## src/rtl/dec_pkg.sv

```systemverilog
package dec_pkg;
  localparam int DIG_W = 4;

  typedef enum logic [2:0] {
    ST_IDLE, ST_FETCH, ST_DECODE, ST_EXEC, ST_MEM, ST_WB, ST_HALT
  } step_e;

  localparam logic [3:0] OP_HLT  = 4'd0;
  localparam logic [3:0] OP_ADD  = 4'd1;
  localparam logic [3:0] OP_ADDI = 4'd2;
  localparam logic [3:0] OP_LOAD = 4'd5;
  localparam logic [3:0] OP_STOR = 4'd7;

  // two-digit BCD increment, 99 wraps to 00
  function automatic logic [7:0] bcd_inc2(input logic [7:0] v);
    logic [3:0] lo, hi;
    lo = v[3:0];
    hi = v[7:4];
    if (lo >= 4'd9) begin
      lo = 4'd0;
      hi = (hi >= 4'd9) ? 4'd0 : hi + 4'd1;
    end else begin
      lo = lo + 4'd1;
    end
    return {hi, lo};
  endfunction

  function automatic logic [7:0] bcd2_bin(input logic [7:0] v);
    return ({4'd0, v[7:4]} * 8'd10) + {4'd0, v[3:0]};
  endfunction
endpackage

```

## src/rtl/dec_alu.sv

```systemverilog
module dec_alu #(
  parameter int DIGITS = 4,
  localparam int WW = 4 * DIGITS
) (
  input  logic [WW-1:0] a_i,
  input  logic [WW-1:0] b_i,
  output logic [WW-1:0] sum_o
);
  always_comb begin
    logic       carry;
    logic [4:0] raw;
    carry = 1'b0;
    sum_o = '0;
    for (int i = 0; i < DIGITS; i++) begin
      raw = {1'b0, a_i[4*i +: 4]} + {1'b0, b_i[4*i +: 4]} + {4'd0, carry};
      if (raw > 5'd9) begin
        sum_o[4*i +: 4] = raw[3:0] + 4'd6;
        carry = 1'b1;
      end else begin
        sum_o[4*i +: 4] = raw[3:0];
        carry = 1'b0;
      end
    end
    // final carry dropped: modulo 10^DIGITS
  end
endmodule

```

## src/rtl/dec_regfile.sv

```systemverilog
module dec_regfile #(
  parameter int NREG = 10,
  parameter int WW   = 16
) (
  input  logic          clk_i,
  input  logic          rst_ni,
  input  logic [3:0]    ra_i,
  input  logic [3:0]    rb_i,
  output logic [WW-1:0] rda_o,
  output logic [WW-1:0] rdb_o,
  input  logic          we_i,
  input  logic [3:0]    wa_i,
  input  logic [WW-1:0] wd_i
);
  logic [WW-1:0] regs_q [1:NREG-1];

  for (genvar g = 1; g < NREG; g++) begin : g_reg
    always_ff @(posedge clk_i or negedge rst_ni) begin
      if (!rst_ni)                       regs_q[g] <= '0;
      else if (we_i && wa_i == 4'(g))    regs_q[g] <= wd_i;
    end
  end

  assign rda_o = (ra_i != 4'd0 && 32'(ra_i) < NREG) ? regs_q[ra_i] : '0;
  assign rdb_o = (rb_i != 4'd0 && 32'(rb_i) < NREG) ? regs_q[rb_i] : '0;

  p_wb_lands_r9: assert property (@(posedge clk_i) disable iff (!rst_ni)
    (we_i && wa_i != 4'd0 && 32'(wa_i) < NREG) |=> regs_q[$past(wa_i)] == $past(wd_i));
endmodule

```

## src/rtl/dec_mem.sv

```systemverilog
module dec_mem #(
  parameter int WORDS = 100,
  parameter int WW    = 16,
  localparam int IW   = $clog2(WORDS)
) (
  input  logic          clk_i,
  input  logic          rst_ni,
  input  logic          we_i,
  input  logic [7:0]    waddr_i,
  input  logic [WW-1:0] wdata_i,
  input  logic [7:0]    raddr_i,
  output logic [WW-1:0] rdata_o,
  input  logic [7:0]    daddr_i,
  output logic [WW-1:0] ddata_o
);
  localparam logic [7:0] LIM = 8'(WORDS);

  logic [WW-1:0] mem_q [WORDS];
  logic [7:0] wi, ri, di;

  assign wi = dec_pkg::bcd2_bin(waddr_i);
  assign ri = dec_pkg::bcd2_bin(raddr_i);
  assign di = dec_pkg::bcd2_bin(daddr_i);

  always_ff @(posedge clk_i) begin
    if (we_i && wi < LIM) mem_q[wi[IW-1:0]] <= wdata_i;
  end

  assign rdata_o = (ri < LIM) ? mem_q[ri[IW-1:0]] : '0;
  assign ddata_o = (di < LIM) ? mem_q[di[IW-1:0]] : '0;

  p_store_lands_r6: assert property (@(posedge clk_i) disable iff (!rst_ni)
    (we_i && wi < LIM) |=> mem_q[$past(wi[IW-1:0])] == $past(wdata_i));
endmodule

```

## src/rtl/dec_ctrl.sv

```systemverilog
module dec_ctrl
  import dec_pkg::*;
(
  input  logic       clk_i,
  input  logic       rst_ni,
  input  logic       run_i,
  input  logic [3:0] opcode_i,
  output step_e      step_o,
  output logic       ir_we_o,
  output logic       pc_inc_o,
  output logic       lat_we_o,
  output logic       lat_mem_o,
  output logic       rf_we_o,
  output logic       mem_we_o,
  output logic       halted_o
);
  step_e step_q, step_d;
  logic  is_alu;

  assign is_alu = (opcode_i == OP_ADD) || (opcode_i == OP_ADDI);

  always_comb begin
    step_d = step_q;
    unique case (step_q)
      ST_IDLE:   if (run_i) step_d = ST_FETCH;
      ST_FETCH:  step_d = ST_DECODE;
      ST_DECODE: step_d = ST_EXEC;
      ST_EXEC:   step_d = ST_MEM;
      ST_MEM:    step_d = ST_WB;
      ST_WB:     step_d = (opcode_i == OP_HLT) ? ST_HALT : ST_FETCH;
      ST_HALT:   step_d = ST_HALT;
      default:   step_d = ST_IDLE;
    endcase
  end

  always_ff @(posedge clk_i or negedge rst_ni) begin
    if (!rst_ni) step_q <= ST_IDLE;
    else         step_q <= step_d;
  end

  assign ir_we_o   = (step_q == ST_FETCH);
  assign pc_inc_o  = (step_q == ST_FETCH);
  assign lat_we_o  = (step_q == ST_EXEC && is_alu) ||
                     (step_q == ST_MEM && opcode_i == OP_LOAD);
  assign lat_mem_o = (step_q == ST_MEM);
  assign rf_we_o   = (step_q == ST_WB) && (is_alu || opcode_i == OP_LOAD);
  assign mem_we_o  = (step_q == ST_MEM) && (opcode_i == OP_STOR);
  assign halted_o  = (step_q == ST_HALT);
  assign step_o    = step_q;

  p_wb_next_r3: assert property (@(posedge clk_i) disable iff (!rst_ni)
    (step_q == ST_WB && opcode_i != OP_HLT) |=> step_q == ST_FETCH);
  p_fetch_after_idle_r2: assert property (@(posedge clk_i) disable iff (!rst_ni)
    (step_q == ST_IDLE && !run_i) |=> step_q == ST_IDLE);
  p_halt_sticky_r8: assert property (@(posedge clk_i) disable iff (!rst_ni)
    (step_q == ST_HALT) |=> step_q == ST_HALT);
endmodule

```

## src/rtl/dec_core.sv

```systemverilog
module dec_core
  import dec_pkg::*;
#(
  parameter int DIGITS    = 4,
  parameter int NREG      = 10,
  parameter int MEM_WORDS = 100,
  localparam int WW       = 4 * DIGITS,
  localparam int AW       = 8
) (
  input  logic          clk_i,
  input  logic          rst_ni,
  input  logic          load_we_i,
  input  logic [AW-1:0] load_addr_i,
  input  logic [WW-1:0] load_data_i,
  output logic [WW-1:0] load_rdata_o,
  input  logic          run_i,
  output logic          halted_o,
  output logic [AW-1:0] pc_o
);
  step_e         step;
  logic          ir_we, pc_inc, lat_we, lat_mem, rf_we, core_mem_we;
  logic [AW-1:0] pc_q;
  logic [WW-1:0] ir_q, lat_q;
  logic [3:0]    op, f_rd, f_hi, f_lo;
  logic [3:0]    ra;
  logic [WW-1:0] rda, rdb, alu_b, alu_sum, mem_rdata;
  logic          mem_we;
  logic [AW-1:0] mem_waddr, mem_raddr;
  logic [WW-1:0] mem_wdata;

  assign op   = ir_q[WW-1 -: 4];
  assign f_rd = ir_q[WW-5 -: 4];
  assign f_hi = ir_q[7:4];
  assign f_lo = ir_q[3:0];

  dec_ctrl u_ctrl (
    .clk_i    (clk_i),
    .rst_ni   (rst_ni),
    .run_i    (run_i),
    .opcode_i (op),
    .step_o   (step),
    .ir_we_o  (ir_we),
    .pc_inc_o (pc_inc),
    .lat_we_o (lat_we),
    .lat_mem_o(lat_mem),
    .rf_we_o  (rf_we),
    .mem_we_o (core_mem_we),
    .halted_o (halted_o)
  );

  // ADD reads rs1 on port a; ADDI and STOR read rd there
  assign ra = (op == OP_ADD) ? f_hi : f_rd;

  dec_regfile #(.NREG(NREG), .WW(WW)) u_rf (
    .clk_i (clk_i),
    .rst_ni(rst_ni),
    .ra_i  (ra),
    .rb_i  (f_lo),
    .rda_o (rda),
    .rdb_o (rdb),
    .we_i  (rf_we),
    .wa_i  (f_rd),
    .wd_i  (lat_q)
  );

  assign alu_b = (op == OP_ADDI) ? {{(WW-8){1'b0}}, ir_q[7:0]} : rdb;

  dec_alu #(.DIGITS(DIGITS)) u_alu (
    .a_i  (rda),
    .b_i  (alu_b),
    .sum_o(alu_sum)
  );

  // loader owns the write port during reset, core afterwards
  assign mem_we    = rst_ni ? core_mem_we : load_we_i;
  assign mem_waddr = rst_ni ? ir_q[7:0]   : load_addr_i;
  assign mem_wdata = rst_ni ? rda         : load_data_i;
  assign mem_raddr = (step == ST_FETCH) ? pc_q : ir_q[7:0];

  dec_mem #(.WORDS(MEM_WORDS), .WW(WW)) u_mem (
    .clk_i  (clk_i),
    .rst_ni (rst_ni),
    .we_i   (mem_we),
    .waddr_i(mem_waddr),
    .wdata_i(mem_wdata),
    .raddr_i(mem_raddr),
    .rdata_o(mem_rdata),
    .daddr_i(load_addr_i),
    .ddata_o(load_rdata_o)
  );

  always_ff @(posedge clk_i or negedge rst_ni) begin
    if (!rst_ni) begin
      pc_q  <= '0;
      ir_q  <= '0;
      lat_q <= '0;
    end else begin
      if (pc_inc) pc_q <= bcd_inc2(pc_q);
      if (ir_we)  ir_q <= mem_rdata;
      if (lat_we) lat_q <= lat_mem ? mem_rdata : alu_sum;
    end
  end

  assign pc_o = pc_q;

  p_pc_step_r3: assert property (@(posedge clk_i) disable iff (!rst_ni)
    ir_we |=> pc_q == bcd_inc2($past(pc_q)));
  p_ir_only_fetch_r3: assert property (@(posedge clk_i) disable iff (!rst_ni)
    !ir_we |=> $stable(ir_q));
  p_pc_frozen_r8: assert property (@(posedge clk_i) disable iff (!rst_ni)
    halted_o |=> ($stable(pc_q) && halted_o));
  p_no_mem_write_halted_r8: assert property (@(posedge clk_i) disable iff (!rst_ni)
    halted_o |-> !mem_we);
  p_rf_write_wb_r9: assert property (@(posedge clk_i) disable iff (!rst_ni)
    rf_we |-> step == ST_WB);
endmodule

```

## config.mk

```make
export PLATFORM = sky130hd
export DESIGN_NAME = dec_core
export DESIGN_NICKNAME = d
export VERILOG_FILES = /design/src/rtl/dec_pkg.sv /design/src/rtl/dec_alu.sv /design/src/rtl/dec_regfile.sv /design/src/rtl/dec_mem.sv /design/src/rtl/dec_ctrl.sv /design/src/rtl/dec_core.sv
export SDC_FILE = /design/constraint.sdc
export NUM_CORES = 2
export LEC_CHECK = 0
export ABC_AREA = 1
export ABC_CLOCK_PERIOD_IN_PS = 26600
export BUFFER_PORTS_ARGS = -buffer_cell sky130_fd_sc_hd__buf_2
export CAP_MARGIN = 5
export CELL_PAD_IN_SITES_DETAIL_PLACEMENT = 1
export CELL_PAD_IN_SITES_GLOBAL_PLACEMENT = 1
export CORE_ASPECT_RATIO = 0.8
export CORE_MARGIN = 10
export CORE_UTILIZATION = 47
export DETAILED_ROUTE_END_ITERATION = 7
export PLACE_DENSITY = 0.73
export SLEW_MARGIN = 20
export SYNTH_ARGS = -nofsm -noshare
export SYNTH_HDL_FRONTEND = slang
export SYNTH_SLANG_ARGS = --single-unit
```

## constraint.sdc

```tcl
create_clock -name clk_i -period 26.6 [get_ports clk_i]
set_input_delay 1.33 -clock clk_i [delete_from_list [all_inputs] [get_ports clk_i]]
set_output_delay 1.33 -clock clk_i [all_outputs]
set_load 0.03 [all_outputs]
```

* Word-level counts from Yosys, hierarchy flattened *
Memories as Yosys holds them, arrays and structs flattened.
Index checks and enable logic that the tools add are counted.

operators by class
  add/subtract/negate cells = 16
  multipliers = 3
  $lt $le $gt $ge = 13
  equality and inequality tests = 20
  multiplexer cells = 31
  bitwise operators = 2
  reduce and logical (&&, ||, !) cells = 24

operator list
  cell                                                            count
  2-to-1 mux 16 bit                                               11
  binary-select mux 16 bit (select 4 bit)                         2
  2-to-1 mux 4 bit                                                7
  adder 8 x 4 -> 8 bit                                            3
  equality test 4 x 3 -> 1 bit (second input constant)            6
  < comparator 8 x 7 -> 1 bit (second input constant)             3
  multiplier 4 x 3 -> 7 bit (second input constant)               3
  case mux 3 bit (7 select lines)                                 1
  adder 4 x 4 -> 5 bit                                            4
  greater-than comparator 5 x 4 -> 1 bit (second input constant)  4
  adder 4 x 3 -> 4 bit (second input constant)                    4
  logical AND 1 bit                                               16
  2-to-1 mux 8 bit                                                2
  adder 5 x 1 -> 5 bit                                            3
  equality test 4 x 2 -> 1 bit (second input constant)            3
  greater-or-equal comparator 5 bit (second input constant)       2
  NOT 4 -> 5 bit                                                  2
  equality test 3 bit (second input constant)                     3
  adder 4 x 1 -> 4 bit (second input constant)                    2
  equality test 4 x 1 -> 1 bit (second input constant)            2
  equality test 4 bit (second input constant)                     2
  greater-or-equal comparator 4 bit (second input constant)       2
  < comparator 4 bit (second input constant)                      2
  nonzero test 4 bit                                              2
  other kinds (9)                                                 18

storage, ports and cells
  register bits = 187
  memory bits (writable) = 1,600
  memories = 1

memories
  name         words  bits a word  rd ports  clocked after Yosys merged registers in  wr ports  line           source
  u_mem.mem_q  100    16           2         0                                        1         dec_mem.sv:18  logic [WW-1:0] mem_q [WORDS];

* Logic depth before layout (Yosys ltp) *
  word-level depth = 20
  mapped depth = 58
  depth with buffers taken out = 57

* Hierarchy *
Synthesis repeated with hierarchy kept, for this count alone.

unflattened totals
  cells, all modules = 11,487
  area total of the unflattened synthesis = 94,804.7 µm²

by module, submodules not included
  module       times used  cells an instance  area an instance (µm²)
  dec_mem      1           9,649              82,454.1
  dec_regfile  1           1,279              8,389.3
  dec_core     1           305                2,458.6
  dec_alu      1           202                1,224.9
  dec_ctrl     1           52                 277.8

* Worst setup path after synthesis *
OpenSTA, ideal clock, no wires.

  path type = register to register
  start point = register ir_q[13]
  end point = register lat_q[15]
  setup time = 0.116 ns
  arrival time = 8.653 ns
  required time = 26.484 ns
  path slack = 17.831 ns
  cell stages (with the launch flop) = 52
  buffers on the path = 2
  cell sequence = dfrtp_1 nor2_4 nand2_2 nand2_1 nand2_1 buf_2 nor2_1 clkbuf_1 o211ai_1 o211ai_1 a21oi_1 ha_1 fa_1 nand3b_1 nand2_1 inv_1 ha_1 nand2_1 (+16 left out) inv_1 o21ai_0 o311ai_0 nand2_1 inv_1 fa_1 inv_1 fa_1 inv_1 ha_1 a211oi_1 nor3_1 nor2_1 xnor2_1 o21ai_0 inv_1 nand2_1 nand2_1

on the way
  word-level cells in the longest chain between the ends = 20

RTL lines
  what                                                                            line                            source
  from (decl)                                                                     dec_core.sv:23                  logic [WW-1:0] ir_q, lat_q;
  from (signal assigned)                                                          dec_core.sv:99                  if (ir_we) ir_q <= mem_rdata;
  equality test 4 x 1 -> 1 bit                                                    dec_ctrl.sv:20, dec_core.sv:52
  2-to-1 mux 4 bit                                                                dec_core.sv:52                  assign ra = (op == OP_ADD) ? f_hi : f_rd;
  NOT 4 -> 5 bit (not written as such)                                            dec_regfile.sv:24               assign rda_o = (ra_i != 4'd0 && 32'(ra_i) < NREG) ? regs_q[ra_i] : '0;
  binary-select mux 16 bit (select 4 bit)                                         dec_regfile.sv:24
  2-to-1 mux 16 bit (not written as such) (2 in series)                           dec_regfile.sv:24
  2-to-1 mux 16 bit                                                               dec_regfile.sv:24
  adder 4 x 4 -> 5 bit                                                            dec_alu.sv:15                   raw = {1'b0, a_i[4*i +: 4]} + {1'b0, b_i[4*i +: 4]} + {4'd0, carry};
  greater-than comparator 5 x 4 -> 1 bit                                          dec_alu.sv:16                   if (raw > 5'd9) begin
  (+3 left out)                                                                   -
  2-to-1 mux 1 bit                                                                dec_alu.sv:16
  adder 5 x 1 -> 5 bit                                                            dec_alu.sv:15
  greater-than comparator 5 x 4 -> 1 bit                                          dec_alu.sv:16
  2-to-1 mux 1 bit                                                                dec_alu.sv:16
  adder 5 x 1 -> 5 bit                                                            dec_alu.sv:15
  adder 4 x 3 -> 4 bit or greater-than comparator 5 x 4 -> 1 bit (tied branches)  dec_alu.sv:17, dec_alu.sv:16
  2-to-1 mux 4 bit                                                                dec_alu.sv:16
  2-to-1 mux 16 bit                                                               dec_core.sv:100                 if (lat_we) lat_q <= lat_mem ? mem_rdata : alu_sum;
  to (signal assigned)                                                            dec_core.sv:100
  to (decl)                                                                       dec_core.sv:23

Parallel ways exist; a longest one is shown, timed or not. The select of a mux whose other input is x is not followed.
A chain may end at the register's enable or synchronous reset.

* Final worst setup path *
  start point = register ir_q[15]
  end point = register lat_q[15]

Same word-level chain as after synthesis.

==> flow_metrics.env <==
export IMPL_status="finished, final reports clean"
export IMPL_r2r_start="ir_q[15]"
export IMPL_finalCritPeriodShare_pct=40.0
export IMPL_vias=81700
export IMPL_synthCells=9970
export IMPL_top_cell_family_by_delay_on_the_critical_path="adder cells"
export IMPL_clock_fmax_mhz=93.9
export IMPL_tritoncts_clock_tree="done"
export IMPL_first_global_vias=82800
export IMPL_synth_warnings=0
export IMPL_grt_ovfl_total=0
export IMPL_std_cell_core_area_mm2=0.193
export IMPL_layout_core_utilization_pct=52.0
export IMPL_synth_xor_area_share_pct=0.247
export IMPL_die_height_um=414
export IMPL_synth_top_family_by_area="simple AND/OR/NAND/NOR gates"
export IMPL_timing_rr_end="lat_q[15]"
export IMPL_effective_utilization_at_floorplan_pct=47.3
export IMPL_synth_top_area_cell="sky130_fd_sc_hd__edfxtp_1"
export IMPL_cts_setup_buffers=0
export IMPL_hold_path_class="in -> async"
export IMPL_cp_start_kind="flop"
export IMPL_ys_ff_latch=1787
export IMPL_critPathSlowestCell="sky130_fd_sc_hd__buf_4"
export IMPL_postSynth_topFlopCell="sky130_fd_sc_hd__edfxtp_1"
export IMPL_rsz_0062_raised_after_global_routing="no"
export IMPL_worst_setup_hold_path_clk_slew_ns=0.06
export IMPL_adder_cell_share_of_the_synthesized_area_pct=0.916
export IMPL_drc=0
export IMPL_vias_per_cell=6.59
export IMPL_synth_top_cells_by_area="sky130_fd_sc_hd__edfxtp_1, sky130_fd_sc_hd__nand2_1, sky130_fd_sc_hd__nand3_1"
export IMPL_synth_cell_types=54
export IMPL_yosys_area_top_type_share_pct=52.7
export IMPL_synth_compound_area_share_pct=16.1
export IMPL_worst_skew_pair_late_latency_ns=0.84
export IMPL_setup_viol=0
export IMPL_final_nets=9786
export IMPL_fp_dieArea_mm2=0.212
export IMPL_final_setup_skew_ns=0.0297
export IMPL_post_synth_and_or_nand_nor_area_fraction_pct=18.9
export IMPL_grt_first_pass_wirelength_um=548000
export IMPL_synthesis_nets=10100
export IMPL_path_common_cell="sky130_fd_sc_hd__inv_1"
export IMPL_drv_cap=0
export IMPL_ctsHtreeMaxLevel=4
export IMPL_slew_viol_final=0
export IMPL_dieWidth_um=513
export IMPL_largest_net_degree_at_the_start_of_global_routing=181
export IMPL_arrival_ns=11.36
export IMPL_cts_resized=0
export IMPL_worst_endpoint_required_ns=27.31
export IMPL_max_slew_margin_pct=9.86
export IMPL_routed_wire_length_per_instance_um=30.6
export IMPL_globalplace_congestion=0.913
export IMPL_synth_area_mm2=0.0913
export IMPL_boundaryPins=53
export IMPL_cts_inserted_buffers=186
export IMPL_timing_final_crit_period_ns=10.65
export IMPL_drt_total_wl_um=379000
export IMPL_placement_row_count=144
export IMPL_rr_worst_depth=49
export IMPL_synth_async_reset_ratio_pct=10.5
export IMPL_clockRootBuffer="sky130_fd_sc_hd__clkbuf_16"
export IMPL_drt_antenna_violating_nets=0
export IMPL_criticalPathCategory="reg -> reg"
export IMPL_drt_pass1_iterations=5
export IMPL_first_iter_violations=11000
export IMPL_clock_sinks=1787
export IMPL_slowest_delay_ns=0.62
export IMPL_hold_buffers=0
export IMPL_worst_r2r_setup_slack_ns=15.95
export IMPL_final_setup_tns_ns=0
export IMPL_end_kind="flop"
export IMPL_layout_area_overhead_vs_synth_pct=9.79
export IMPL_cp_num_buf_inv=9
export IMPL_synth_enable_flop_cells=1600
export IMPL_syn_mean_instance_area_um2=9.15
export IMPL_grt_antenna_before_repair=25
export IMPL_ctsLongestPathBuffers=3
export IMPL_hold_viol=0
export IMPL_gr_usage_all_layers_pct=34.1
export IMPL_synth_area_mux_share_pct=0
export IMPL_portbufs=52
export IMPL_post_dp_hpwl_um=225000
export IMPL_synth_sequential_area_ratio_pct=57.8
export IMPL_crit_path_max_fanout=72
export IMPL_tightest_slew_ns=1.34
export IMPL_fraction_of_final_layout_cells_sized_beyond_drive_strength_1_pct=7.44
==> metrics by stage <==
step	setup slack, ns	area, µm²	hold WS, ns	std cells
after floorplan	17.83	91300	0.449	9970
after global placement	15.95	94300	0.467	12100
after detailed placement	15.84	94300	0.474	12100
after CTS	15.76	100000	0.383	12400
after global routing	15.07	100000	0.397	12400
final	15.95	100000	0.413	12400
==> metal layers <==
metal / global-route usage [%] / share of wire [%] / wire length, µm
met1: 46.3 / 40 / 153000
met2: 51.1 / 43 / 164000
met3: 8.30 / 11 / 41600
met4: 16.8 / 5.3 / 20200
met5: 0 / 0.033 / 127
==> cells by family after synthesis <==
group,Yosys count
AND/OR/NAND/NOR,4178
adder cells (fa/ha/maj),59
XOR/XNOR,24
buffers and inverters,1401
AO/OA/AOI/OAI,2521
flip-flops,1787
==> cells in the mapped netlist (7+ instances only) <==
master                         n
sky130_fd_sc_hd__a211oi_1     74
sky130_fd_sc_hd__edfxtp_1   1600
sky130_fd_sc_hd__o21ai_1      22
sky130_fd_sc_hd__dfrtp_1     187
sky130_fd_sc_hd__o21ai_0     965
sky130_fd_sc_hd__a221oi_1     57
sky130_fd_sc_hd__a22o_1        8
sky130_fd_sc_hd__inv_1       626
sky130_fd_sc_hd__nand2_1    2450
sky130_fd_sc_hd__a22oi_1      43
sky130_fd_sc_hd__xnor2_1       8
sky130_fd_sc_hd__ha_1         46
sky130_fd_sc_hd__a21oi_1     833
sky130_fd_sc_hd__o221ai_1      7
sky130_fd_sc_hd__o2111ai_1    12
sky130_fd_sc_hd__buf_2       189
sky130_fd_sc_hd__buf_1       110
sky130_fd_sc_hd__a31oi_1      25
sky130_fd_sc_hd__inv_2         9
sky130_fd_sc_hd__fa_1         13
sky130_fd_sc_hd__nand3_1    1020
sky130_fd_sc_hd__buf_4        14
sky130_fd_sc_hd__clkbuf_1    450
sky130_fd_sc_hd__nand4_1      63
sky130_fd_sc_hd__a32oi_1      19
sky130_fd_sc_hd__o31ai_1      13
sky130_fd_sc_hd__nand2_2       8
sky130_fd_sc_hd__nor2_1      588
sky130_fd_sc_hd__a32o_1       31
sky130_fd_sc_hd__xor2_1       14
sky130_fd_sc_hd__o211ai_1    307
sky130_fd_sc_hd__nor3_1       31
sky130_fd_sc_hd__o311ai_0     80
==> worst max-delay path by stage <==
stage	startpoint	endpoint	depth (start not counted)
2_1_floorplan	ir_q[13]	lat_q[15]	51
3_3_place_gp	ir_q[15]	lat_q[15]	50
3_5_place_dp	ir_q[13]	lat_q[15]	50
4_1_cts	ir_q[15]	lat_q[15]	49
5_1_grt	ir_q[13]	lat_q[15]	52
6_report	ir_q[15]	lat_q[15]	49
==> cell type report <==
type | instances | area [µm²]
Fill cell | 21700 | 92600
Sequential cell | 1787 | 52700
Multi-Input combinational cell | 6782 | 33600
Clock buffer | 240 | 4980
Tap cell | 2555 | 3200
Inverter | 638 | 2420
Timing Repair Buffer | 304 | 2330
Clock inverter | 91 | 895
Antenna cell | 3 | 7.51
==> layout by cell type (no fill, tap or decap), types with 8 or more instances in the layout <==
cell	instances
sky130_fd_sc_hd__nand2_1	2436
sky130_fd_sc_hd__edfxtp_1	1600
sky130_fd_sc_hd__nand3_1	1020
sky130_fd_sc_hd__o21ai_0	961
sky130_fd_sc_hd__a21oi_1	833
sky130_fd_sc_hd__inv_1	622
sky130_fd_sc_hd__nor2_1	487
sky130_fd_sc_hd__o211ai_1	307
sky130_fd_sc_hd__buf_4	239
sky130_fd_sc_hd__clkbuf_16	190
sky130_fd_sc_hd__dfrtp_1	186
sky130_fd_sc_hd__nor2_2	86
sky130_fd_sc_hd__o311ai_0	74
sky130_fd_sc_hd__a211oi_1	73
sky130_fd_sc_hd__nand4_1	63
sky130_fd_sc_hd__a221oi_1	57
sky130_fd_sc_hd__buf_2	50
sky130_fd_sc_hd__clkbuf_1	46
sky130_fd_sc_hd__ha_1	44
sky130_fd_sc_hd__a22oi_1	43
sky130_fd_sc_hd__clkinv_2	33
sky130_fd_sc_hd__clkinv_1	32
sky130_fd_sc_hd__a32o_1	31
sky130_fd_sc_hd__nor3_1	31
sky130_fd_sc_hd__a31oi_1	25
sky130_fd_sc_hd__o21ai_1	22
sky130_fd_sc_hd__nor2_4	19
sky130_fd_sc_hd__a32oi_1	19
sky130_fd_sc_hd__bufinv_16	16
sky130_fd_sc_hd__o31ai_1	13
sky130_fd_sc_hd__buf_12	13
sky130_fd_sc_hd__o2111ai_1	12
sky130_fd_sc_hd__nand2_4	12
sky130_fd_sc_hd__fa_1	11
sky130_fd_sc_hd__xor2_1	10
sky130_fd_sc_hd__inv_2	8
sky130_fd_sc_hd__nand2_2	8
sky130_fd_sc_hd__a22o_1	8
==> state kept, by name, indices dropped and copies added (netlist names) <==
register       cells
u_rf.regs_q      144
pc_o               8
ir_q              16
u_ctrl.step_o      3
lat_q             16
u_mem.mem_q     1600
Power is left out: the tool's default activity adds up to more than one toggle a clock period on the data nets, which glitch-free logic cannot reach.
